==> src/rtl/burst_pkg.sv <==
package burst_pkg;

  localparam int MODE_W        = 3;
  localparam int MODE_FAST_BIT = 0;
  localparam int MODE_DUAL_BIT = 1;
  localparam int MODE_PROT_BIT = 2;

  typedef enum logic [0:0] {
    ST_IDLE = 1'b0,
    ST_RUN  = 1'b1
  } burstState_t;

  // control -> datapath
  typedef struct packed {
    logic loadBurst;  // latch limit, clear step counter
    logic incCnt;     // one step executed this cycle
  } ctrlStrobe_t;

  // datapath -> control
  typedef struct packed {
    logic riseStart;
    logic fallEdge;
    logic fastOn;
    logic dualOn;
    logic limitZero;
    logic lastStep;
    logic haltSeen;
    logic burstFast;
  } dpStatus_t;

endpackage

==> src/rtl/burst_datapath.sv <==
module burst_datapath
  import burst_pkg::*;
#(
  parameter int ADDR_W      = 16,
  parameter int DATA_W      = 16,
  parameter int SYNC_STAGES = 2,
  parameter logic [ADDR_W-1:0] MODE_ADDR = 16'h00CA,
  parameter logic [ADDR_W-1:0] PROT_ADDR = 16'h00CB,
  parameter logic [DATA_W-1:0] STOP_OP_A = 16'h0000,
  parameter logic [DATA_W-1:0] STOP_OP_B = 16'h0001
) (
  input  logic              clk,
  input  logic              rstN,
  input  logic              slowClk,
  input  logic              wrEn,
  input  logic [ADDR_W-1:0] wrAddr,
  input  logic [DATA_W-1:0] wrData,
  input  logic              opValid,
  input  logic [DATA_W-1:0] opCode,
  input  logic              stepActive,
  input  ctrlStrobe_t       strobe,
  output dpStatus_t         status
);

  localparam int CNT_W = DATA_W;

  // slow clock synchroniser and edge detect
  logic [SYNC_STAGES-1:0] syncRg;
  logic slowS, slowD, riseEv, fallEv, risePend;

  generate
    if (SYNC_STAGES == 1) begin : g_sync_one
      always_ff @(posedge clk) begin
        if (!rstN) syncRg <= '0;
        else       syncRg <= slowClk;
      end
    end else begin : g_sync_chain
      always_ff @(posedge clk) begin
        if (!rstN) syncRg <= '0;
        else       syncRg <= {syncRg[SYNC_STAGES-2:0], slowClk};
      end
    end
  endgenerate

  assign slowS  = syncRg[SYNC_STAGES-1];
  assign riseEv = slowS & ~slowD;
  assign fallEv = ~slowS & slowD;

  always_ff @(posedge clk) begin
    if (!rstN) begin
      slowD    <= 1'b0;
      risePend <= 1'b0;
    end else begin
      slowD    <= slowS;
      risePend <= riseEv;
    end
  end

  // staged and active registers
  logic [MODE_W-1:0] stagedMode, activeMode;
  logic [CNT_W-1:0]  stagedProt, activeProt;

  always_ff @(posedge clk) begin
    if (!rstN) begin
      stagedMode <= '0;
      stagedProt <= '0;
    end else if (wrEn) begin
      if (wrAddr == MODE_ADDR) stagedMode <= wrData[MODE_W-1:0];
      if (wrAddr == PROT_ADDR) stagedProt <= wrData;
    end
  end

  always_ff @(posedge clk) begin
    if (!rstN) begin
      activeMode <= '0;
      activeProt <= '0;
    end else if (riseEv) begin
      activeMode <= stagedMode;
      activeProt <= stagedProt;
    end
  end

  // burst limit
  logic             fastOn, protOn, limitedNow;
  logic [CNT_W-1:0] limitVal;

  assign fastOn     = activeMode[MODE_FAST_BIT];
  assign protOn     = activeMode[MODE_PROT_BIT];
  assign limitedNow = protOn | ~fastOn;

  always_comb begin
    if (!protOn)     limitVal = CNT_W'(1);
    else if (fastOn) limitVal = activeProt;
    else             limitVal = (activeProt != '0) ? CNT_W'(1) : '0;
  end

  logic [CNT_W-1:0] burstLimit, stepCnt;
  logic             burstLimited, burstFast;

  always_ff @(posedge clk) begin
    if (!rstN) begin
      burstLimit   <= '0;
      burstLimited <= 1'b0;
      burstFast    <= 1'b0;
      stepCnt      <= '0;
    end else if (strobe.loadBurst) begin
      burstLimit   <= limitVal;
      burstLimited <= limitedNow;
      burstFast    <= fastOn;
      stepCnt      <= '0;
    end else if (strobe.incCnt && burstLimited) begin
      stepCnt <= stepCnt + CNT_W'(1);
    end
  end

  logic [CNT_W:0] cntNext;
  assign cntNext = {1'b0, stepCnt} + (CNT_W+1)'(1);

  assign status.riseStart = risePend;
  assign status.fallEdge  = fallEv;
  assign status.fastOn    = fastOn;
  assign status.dualOn    = activeMode[MODE_DUAL_BIT];
  assign status.limitZero = limitedNow && (limitVal == '0);
  assign status.lastStep  = burstLimited && (cntNext == {1'b0, burstLimit});
  assign status.haltSeen  = opValid && (opCode == STOP_OP_A || opCode == STOP_OP_B);
  assign status.burstFast = burstFast;

  // budget is never exceeded while stepping
  p_budget_cap_r7: assert property (@(posedge clk) disable iff (!rstN)
    (stepActive && burstLimited) |-> (stepCnt < burstLimit));

  // active values move only on a synchronised rising edge
  p_commit_on_rise_r9: assert property (@(posedge clk) disable iff (!rstN)
    !riseEv |=> ($stable(activeMode) && $stable(activeProt)));

  // a single-step burst is always limited
  p_single_limited_r2: assert property (@(posedge clk) disable iff (!rstN)
    (stepActive && !burstFast) |-> burstLimited);

endmodule

==> src/rtl/burst_control.sv <==
module burst_control
  import burst_pkg::*;
(
  input  logic        clk,
  input  logic        rstN,
  input  dpStatus_t   status,
  input  logic        endBurst,
  output ctrlStrobe_t strobe,
  output logic        stepEn
);

  burstState_t state, stateNxt;
  logic startReq, stopNow;

  assign startReq = status.riseStart |
                    (status.fallEdge & status.fastOn & status.dualOn);
  assign stopNow  = status.haltSeen | endBurst | status.lastStep;

  always_comb begin
    stateNxt         = state;
    strobe.loadBurst = 1'b0;
    strobe.incCnt    = 1'b0;
    case (state)
      ST_IDLE: begin
        if (startReq) begin
          strobe.loadBurst = 1'b1;
          if (!status.limitZero) stateNxt = ST_RUN;
        end
      end
      ST_RUN: begin
        strobe.incCnt = 1'b1;
        if (stopNow) stateNxt = ST_IDLE;
      end
      default: stateNxt = ST_IDLE;
    endcase
  end

  always_ff @(posedge clk) begin
    if (!rstN) state <= ST_IDLE;
    else       state <= stateNxt;
  end

  assign stepEn = (state == ST_RUN);

  p_stop_opcode_r6: assert property (@(posedge clk) disable iff (!rstN)
    (stepEn && status.haltSeen) |=> !stepEn);

  p_end_request_r10: assert property (@(posedge clk) disable iff (!rstN)
    (stepEn && endBurst) |=> !stepEn);

  p_zero_budget_r8: assert property (@(posedge clk) disable iff (!rstN)
    (!stepEn && startReq && status.limitZero) |=> !stepEn);

  p_single_step_r2: assert property (@(posedge clk) disable iff (!rstN)
    (stepEn && !status.burstFast) |=> !stepEn);

endmodule

==> src/rtl/burst_exec_ctrl.sv <==
module burst_exec_ctrl
  import burst_pkg::*;
#(
  parameter int ADDR_W      = 16,
  parameter int DATA_W      = 16,
  parameter int SYNC_STAGES = 2
) (
  input  logic              clk,
  input  logic              rstN,
  input  logic              slowClk,
  input  logic              wrEn,
  input  logic [ADDR_W-1:0] wrAddr,
  input  logic [DATA_W-1:0] wrData,
  input  logic              opValid,
  input  logic [DATA_W-1:0] opCode,
  input  logic              endBurst,
  output logic              stepEn
);

  ctrlStrobe_t strobe;
  dpStatus_t   status;

  burst_datapath #(
    .ADDR_W      (ADDR_W),
    .DATA_W      (DATA_W),
    .SYNC_STAGES (SYNC_STAGES)
  ) u_dp (
    .clk        (clk),
    .rstN       (rstN),
    .slowClk    (slowClk),
    .wrEn       (wrEn),
    .wrAddr     (wrAddr),
    .wrData     (wrData),
    .opValid    (opValid),
    .opCode     (opCode),
    .stepActive (stepEn),
    .strobe     (strobe),
    .status     (status)
  );

  burst_control u_ctrl (
    .clk      (clk),
    .rstN     (rstN),
    .status   (status),
    .endBurst (endBurst),
    .strobe   (strobe),
    .stepEn   (stepEn)
  );

endmodule

==> config.mk <==
export PLATFORM = sky130hd
export DESIGN_NAME = burst_exec_ctrl
export DESIGN_NICKNAME = d
export VERILOG_FILES = /design/src/rtl/burst_pkg.sv /design/src/rtl/burst_datapath.sv /design/src/rtl/burst_control.sv /design/src/rtl/burst_exec_ctrl.sv
export SDC_FILE = /design/constraint.sdc
export NUM_CORES = 1
export LEC_CHECK = 0
export BUFFER_PORTS_ARGS = -buffer_cell sky130_fd_sc_hd__buf_4
export CAP_MARGIN = 20
export CORE_ASPECT_RATIO = 1.25
export CORE_MARGIN = 8
export CORE_UTILIZATION = 53
export DETAILED_ROUTE_END_ITERATION = 12
export PLACE_DENSITY = 0.81
export SLEW_MARGIN = 10
export SYNTH_ARGS = -nofsm -noshare
export SYNTH_HDL_FRONTEND = slang
export SYNTH_SLANG_ARGS = --single-unit
==> constraint.sdc <==
create_clock -name clk -period 2.41 [get_ports clk]
set_input_delay 0 -clock clk [delete_from_list [all_inputs] [get_ports clk]]
set_output_delay 0 -clock clk [all_outputs]
set_load 0.005 [all_outputs]
==> flow_metrics.tcl, run 1 <==
set metrics [dict create \
    cts_buffers 9 \
    tns_ps 0 \
    slew_headroom_pct 42.7 \
    crit_type "reg -> reg" \
    routed_wl_um 8100 \
    synth_seq_area_share_pct 42.7 \
    clkLatencyLatePin_ps 350 \
    static-leakage-power_nw 1.63 \
    rows 33 \
    cp_max_fo 6 \
    finalClockSkew_ps 11.3 \
    synth_area_per_cell_um2 8.69 \
    period_share_pct 92.0 \
    synth_top_area_share_pct 42.7 \
    start_util_pct 54.6 \
    grt_pass1_wl_um 13700 \
    hold_viol 0 \
    firstDrtPassIters 4 \
    yosysMostFrequentCell "dfxtp_1" \
    start_kind "register" \
    irDropWorstVdd_v 0.000472 \
    ant_nets 0 \
    yosys.area.top_type "dfxtp_1" \
    core_mm2 0.00652 \
    synth-seq-cells 76 \
    power_mw 2.32 \
    critPathMaxStageDelay_ps 440 \
    post_cts_resized 0 \
    hpwl_um 5690 \
    dieArea_mm2 0.00962 \
    io_pins 55 \
    numPortBuffers 53 \
    max_clock_freq_mhz 451 \
    max_cap_viol_count 0 \
    rsz0062_at_grt "no" \
    synth_nets 465 \
    path_buf_inv 0 \
    crit_chain "ha_1 -> nand4_1 -> or3_4 -> a2111oi_2 -> nand4_1 -> a2111oi_2 -> a31oi_1" \
    root_buffer "clkbuf_8" \
    syn-instance-count 410 \
    preCtsSetupSlack_ps 227 \
    finalNetCount 528 \
    grt_pass1_vias 3060 \
    required_ps 2630 \
    worst_path_max_delay_cell "or3_4" \
    antenna_found_initial 0 \
    drive_above_1_share_pct 16.6 \
    drc 0 \
    cts_sinks 76 \
    wl_per_cell_um 14.4 \
    clockBufferDepth 2 \
    holdCritPathClass "in -> reg" \
    synthFlopType "dfxtp_1" \
    netlist_area_mm2 0.00356 \
    synth_cell_types 49 \
    min_period_ps 2220 \
    drv_slew 0 \
    synth_commonest_cells "dfxtp_1, nand2_1, a21boi_0, nor2_1, nand3_1" \
    end_kind "register" \
    crit_family "simple AND/OR/NAND/NOR gates" \
    synthArstFlopShare_pct 0 \
    post_dp_cell_area_mm2 0.00400 \
    outcome "finished clean" \
    cts.reportedPaths.clkPinSlew_ps 70 \
    die_y_um 108 \
    cp.arrival_ps 2430 \
    place_congestion 0.856 \
    detail_route.iter0.violations 210 \
    num_vias 3028 \
    globalRouteOverflowTotal 0 \
    worst_pin_slew_ps 857 \
    synth-edff-count 0 \
    via_per_inst 5.37 \
    powerDensity_mw_per_mm2 534 \
    die_w_um 89.4 \
    setup_viol 0 \
    diodes 0 \
    setup_slack_ps 193 \
    grt_use_total_pct 18.1 \
    synth_area_leaders "dfxtp_1, a21boi_0, nand2_1, xnor2_1, mux2i_1" \
    grt_max_degree 62 \
    area_growth_pct 22.1 \
    h-tree-depth 3 \
    yosys_warnings 0 \
    final_area_mm2 0.00435 \
    cts_tree "built" \
]
cell families after synthesis:
family,share of synthesized area [%]
adders and majority gates,0.351
DFF,42.7
xor gates and xnor gates,7.62
muxes,5.34
buffers and inverters,3.69
and+or+nand+nor,26.3
AOI/OAI and AO/OA,14.0
cells in the final DEF (no fill, tap or decap), types with 5 or more instances in the layout:
cell type	Yosys	final
nor4_1	8	8
xnor2_1	23	23
a21boi_0	34	34
and2_1	5	5
nor2b_1	24	24
dlygate4sd3_1	0	17
nor3_1	7	7
buf_4	2	58
o21ai_0	6	6
xor2_1	8	8
dfxtp_1	76	76
nand3_1	26	26
nor2_1	28	28
mux2i_1	19	19
nand4_1	5	5
clkbuf_8	0	9
nand2_1	67	67
inv_1	6	6
final cells by class:
cell class / instances / area, um2
repair buffers: 75 / 606
well taps: 87 / 109
clock buffers: 10 / 128
multi-input cells: 305 / 1910
fillers: 563 / 2170
flip-flops and latches: 76 / 1520
clock inverters: 5 / 53.8
inverters: 6 / 22.5
report_power, final:
group / internal, mW / switching (mW) / leakage [nW]
Clock: 0.469 / 0.451 / 0.0959
Sequential: 1.26 / 0.00307 / 0.613
Combinational: 0.0912 / 0.0489 / 0.925
Total: 1.82 / 0.503 / 1.63
timing repair:
| action | 4_1_cts | 5_1_grt |
|---|---|---|
| hold buffers | 17 | 0 |
| setup buffers | 0 | 0 |
| endpoints found under the hold margin | 20 | 0 |
state kept, by name, indices dropped and copies added (netlist names), 2 cells and up:
register,flops
u_dp.burstLimit,16
u_dp.activeMode,3
u_dp.activeProt,16
u_dp.stepCnt,16
u_dp.stagedProt,16
u_dp.stagedMode,3
u_dp.syncRg,2
per-stage QoR:
stage,hold slack [ps],util (%),instances
5_1_grt,102,66.7,564
4_1_cts,84.6,66.7,564
3_5_place_dp,212,61.3,532
6_report,92.0,66.7,564
3_3_place_gp,210,61.3,532
2_1_floorplan,127,-,410
final timing paths:
path | from | end | slack [ps] | cells past startpoint
hold / removal | wrAddr[0] | u_dp.stagedMode[0] | 90 | 4
setup / recovery | u_dp.stepCnt[1] | u_ctrl.stepEn | 190 | 7
hold reg to reg | u_dp.syncRg[0] | u_dp.syncRg[1] | 440 | 1
setup reg to reg | u_dp.stepCnt[1] | u_ctrl.stepEn | 190 | 7
metal layers:
metal	global-route usage (%)	vias to the layer above	wire, um
met5	0	-	0
met4	8.10	0	172
met3	4.58	16	360
met2	32.1	86	4290
met1	19.3	1389	3280
li1	-	1537	-
worst register-to-register path, cell delays in order, from the launching register on:
cell	delay, ps
dfxtp_1	410
ha_1	240
nand4_1	170
or3_4	450
a2111oi_2	330
nand4_1	160
a2111oi_2	230
a31oi_1	120
Note: power is estimated with default switching activity, not from simulation.
==> run 2: changes to the inputs <==
--- a/config.mk
+++ b/config.mk
@@ -11,7 +11,7 @@
 export CORE_MARGIN = 8
 export CORE_UTILIZATION = 53
 export DETAILED_ROUTE_END_ITERATION = 12
-export PLACE_DENSITY = 0.81
+export PLACE_DENSITY_LB_ADDON = 0.15
 export SLEW_MARGIN = 10
 export SYNTH_ARGS = -nofsm -noshare
 export SYNTH_HDL_FRONTEND = slang
==> flow_metrics.tcl, run 2 (same netlist as run 1, synthesis figures left out) <==
set metrics [dict create \
    diodes 0 \
    clockBufferDepth 2 \
    ant_nets 0 \
    drive_above_1_share_pct 16.9 \
    grt_pass1_vias 2998 \
    die_y_um 108 \
    static-leakage-power_nw 1.64 \
    grt_max_degree 62 \
    gr-usage-met3_pct 4.51 \
    via_per_inst 5.32 \
    grt_use_total_pct 17.2 \
    crit_type "reg -> reg" \
    io_pins 55 \
    slew_headroom_pct 44.2 \
    drc 0 \
    final_area_mm2 0.00438 \
    powerDensity_mw_per_mm2 548 \
    grt_pass1_wl_um 13200 \
    met2_usage_pct 27.7 \
    root_buffer "clkbuf_8" \
    antenna_found_initial 0 \
    period_share_pct 88.8 \
    max_cap_viol_count 0 \
    hp-start "wrAddr[0]" \
    preCtsSetupSlack_ps 279 \
    post_dp_cell_area_mm2 0.00400 \
    num_vias 3006 \
    place_congestion 0.891 \
    cts.reportedPaths.clkPinSlew_ps 80 \
    instances_no_fill 565 \
    start_util_pct 54.6 \
    max_clock_freq_mhz 467 \
    finalClockSkew_ps 10.2 \
    cts_buffers 9 \
    core_mm2 0.00652 \
    setup_viol 0 \
    cp.arrival_ps 2350 \
    die_w_um 89.4 \
    drv_slew 0 \
    crit-reg2reg-launch "u_dp.stepCnt[1]" \
    cts_tree "built" \
    outcome "finished clean" \
    layout_commonest_cell "dfxtp_1" \
    tns_ps 0 \
    top_usage_layer "met2" \
    irDropWorstVdd_v 0.000350 \
    post_cts_resized 0 \
    placedCellCount 532 \
    setup_slack_ps 270 \
    clkLatencyLatePin_ps 340 \
    start_kind "register" \
    numPortBuffers 53 \
    globalRouteOverflowTotal 0 \
    firstDrtPassIters 4 \
    hpwl_um 5500 \
    detail_route.iter0.violations 101 \
    min_period_ps 2140 \
    cp_max_fo 6 \
    wl_per_cell_um 13.4 \
    finalNetCount 528 \
    cts_sinks 76 \
    hold_viol 0 \
    area_growth_pct 22.9 \
    rows 33 \
    routed_wl_um 7590 \
    layout_common_cells "dfxtp_1, nand2_1, buf_4" \
    holdCritPathClass "in -> reg" \
    worst_pin_slew_ps 834 \
    critical_path.startpoint "u_dp.stepCnt[1]" \
    dieArea_mm2 0.00962 \
    required_ps 2620 \
    met1_usage_pct 20.0 \
    hold_ws_ps 88.9 \
    h-tree-depth 3 \
    rsz0062_at_grt "no" \
    end_kind "register" \
]
run 2: cell count changes in the layout (fill, tap and decap cells not counted):
| cell | change |
|---|---|
| clkinv_2 | -2 |
| clkbuf_1 | -1 |
| clkinv_4 | +1 |
| clkbuf_8 | +2 |
| clkinvlp_4 | +1 |
run 2: metrics by stage:
step / util (%) / power (mW)
global route: 67.2 / 2.49
floorplan: - / 1.33
detailed placement: 61.3 / 1.41
global placement: 61.3 / 1.41
CTS: 67.2 / 2.43
finish: 67.2 / 2.40
run 2: area by class of cell:
cell class	instances	area [um2]
Sequential cell	76	1520
Timing Repair Buffer	75	606
Multi-Input combinational cell	305	1910
Fill cell	566	2140
Clock buffer	11	151
Tap cell	87	109
Inverter	6	22.5
Clock inverter	5	60.1
run 2: repair_timing:
item / CTS / global route
setup endpoints to repair: 0 / 0
buffers inserted: 0 / 0
hold buffers: 17 / 0
endpoints found under the hold margin: 20 / 0
run 2: metal layers:
metal	vias up	wire [um]	share of wire (%)
li1	1545	-	-
met1	1379	3380	45
met2	66	3710	49
met3	16	295	3.9
met4	0	201	2.6
met5	-	0	0
run 2: report_power, final:
| group | internal, mW | switching, mW | leakage (nW) | total [mW] |
|---|---|---|---|---|
| clock | 0.537 | 0.463 | 0.106 | 1.00 |
| sequential | 1.26 | 0.00308 | 0.613 | 1.26 |
| combinational | 0.0912 | 0.0490 | 0.925 | 0.140 |
run 2: path summary, 6_finish.rpt:
path	end	slack, ps	cells after the start
max reg2reg	u_ctrl.stepEn	270	7
min reg2reg	u_dp.syncRg[1]	440	1
max	u_ctrl.stepEn	270	7
min	u_dp.stagedMode[0]	90	4
run 2: critical path: stages (launching register included):
cell and delay (ps):
dfxtp_1 410, ha_1 200, nand4_1 160, or3_4 450, a2111oi_2 320, nand4_1 150
a2111oi_2 220, a31oi_1 120
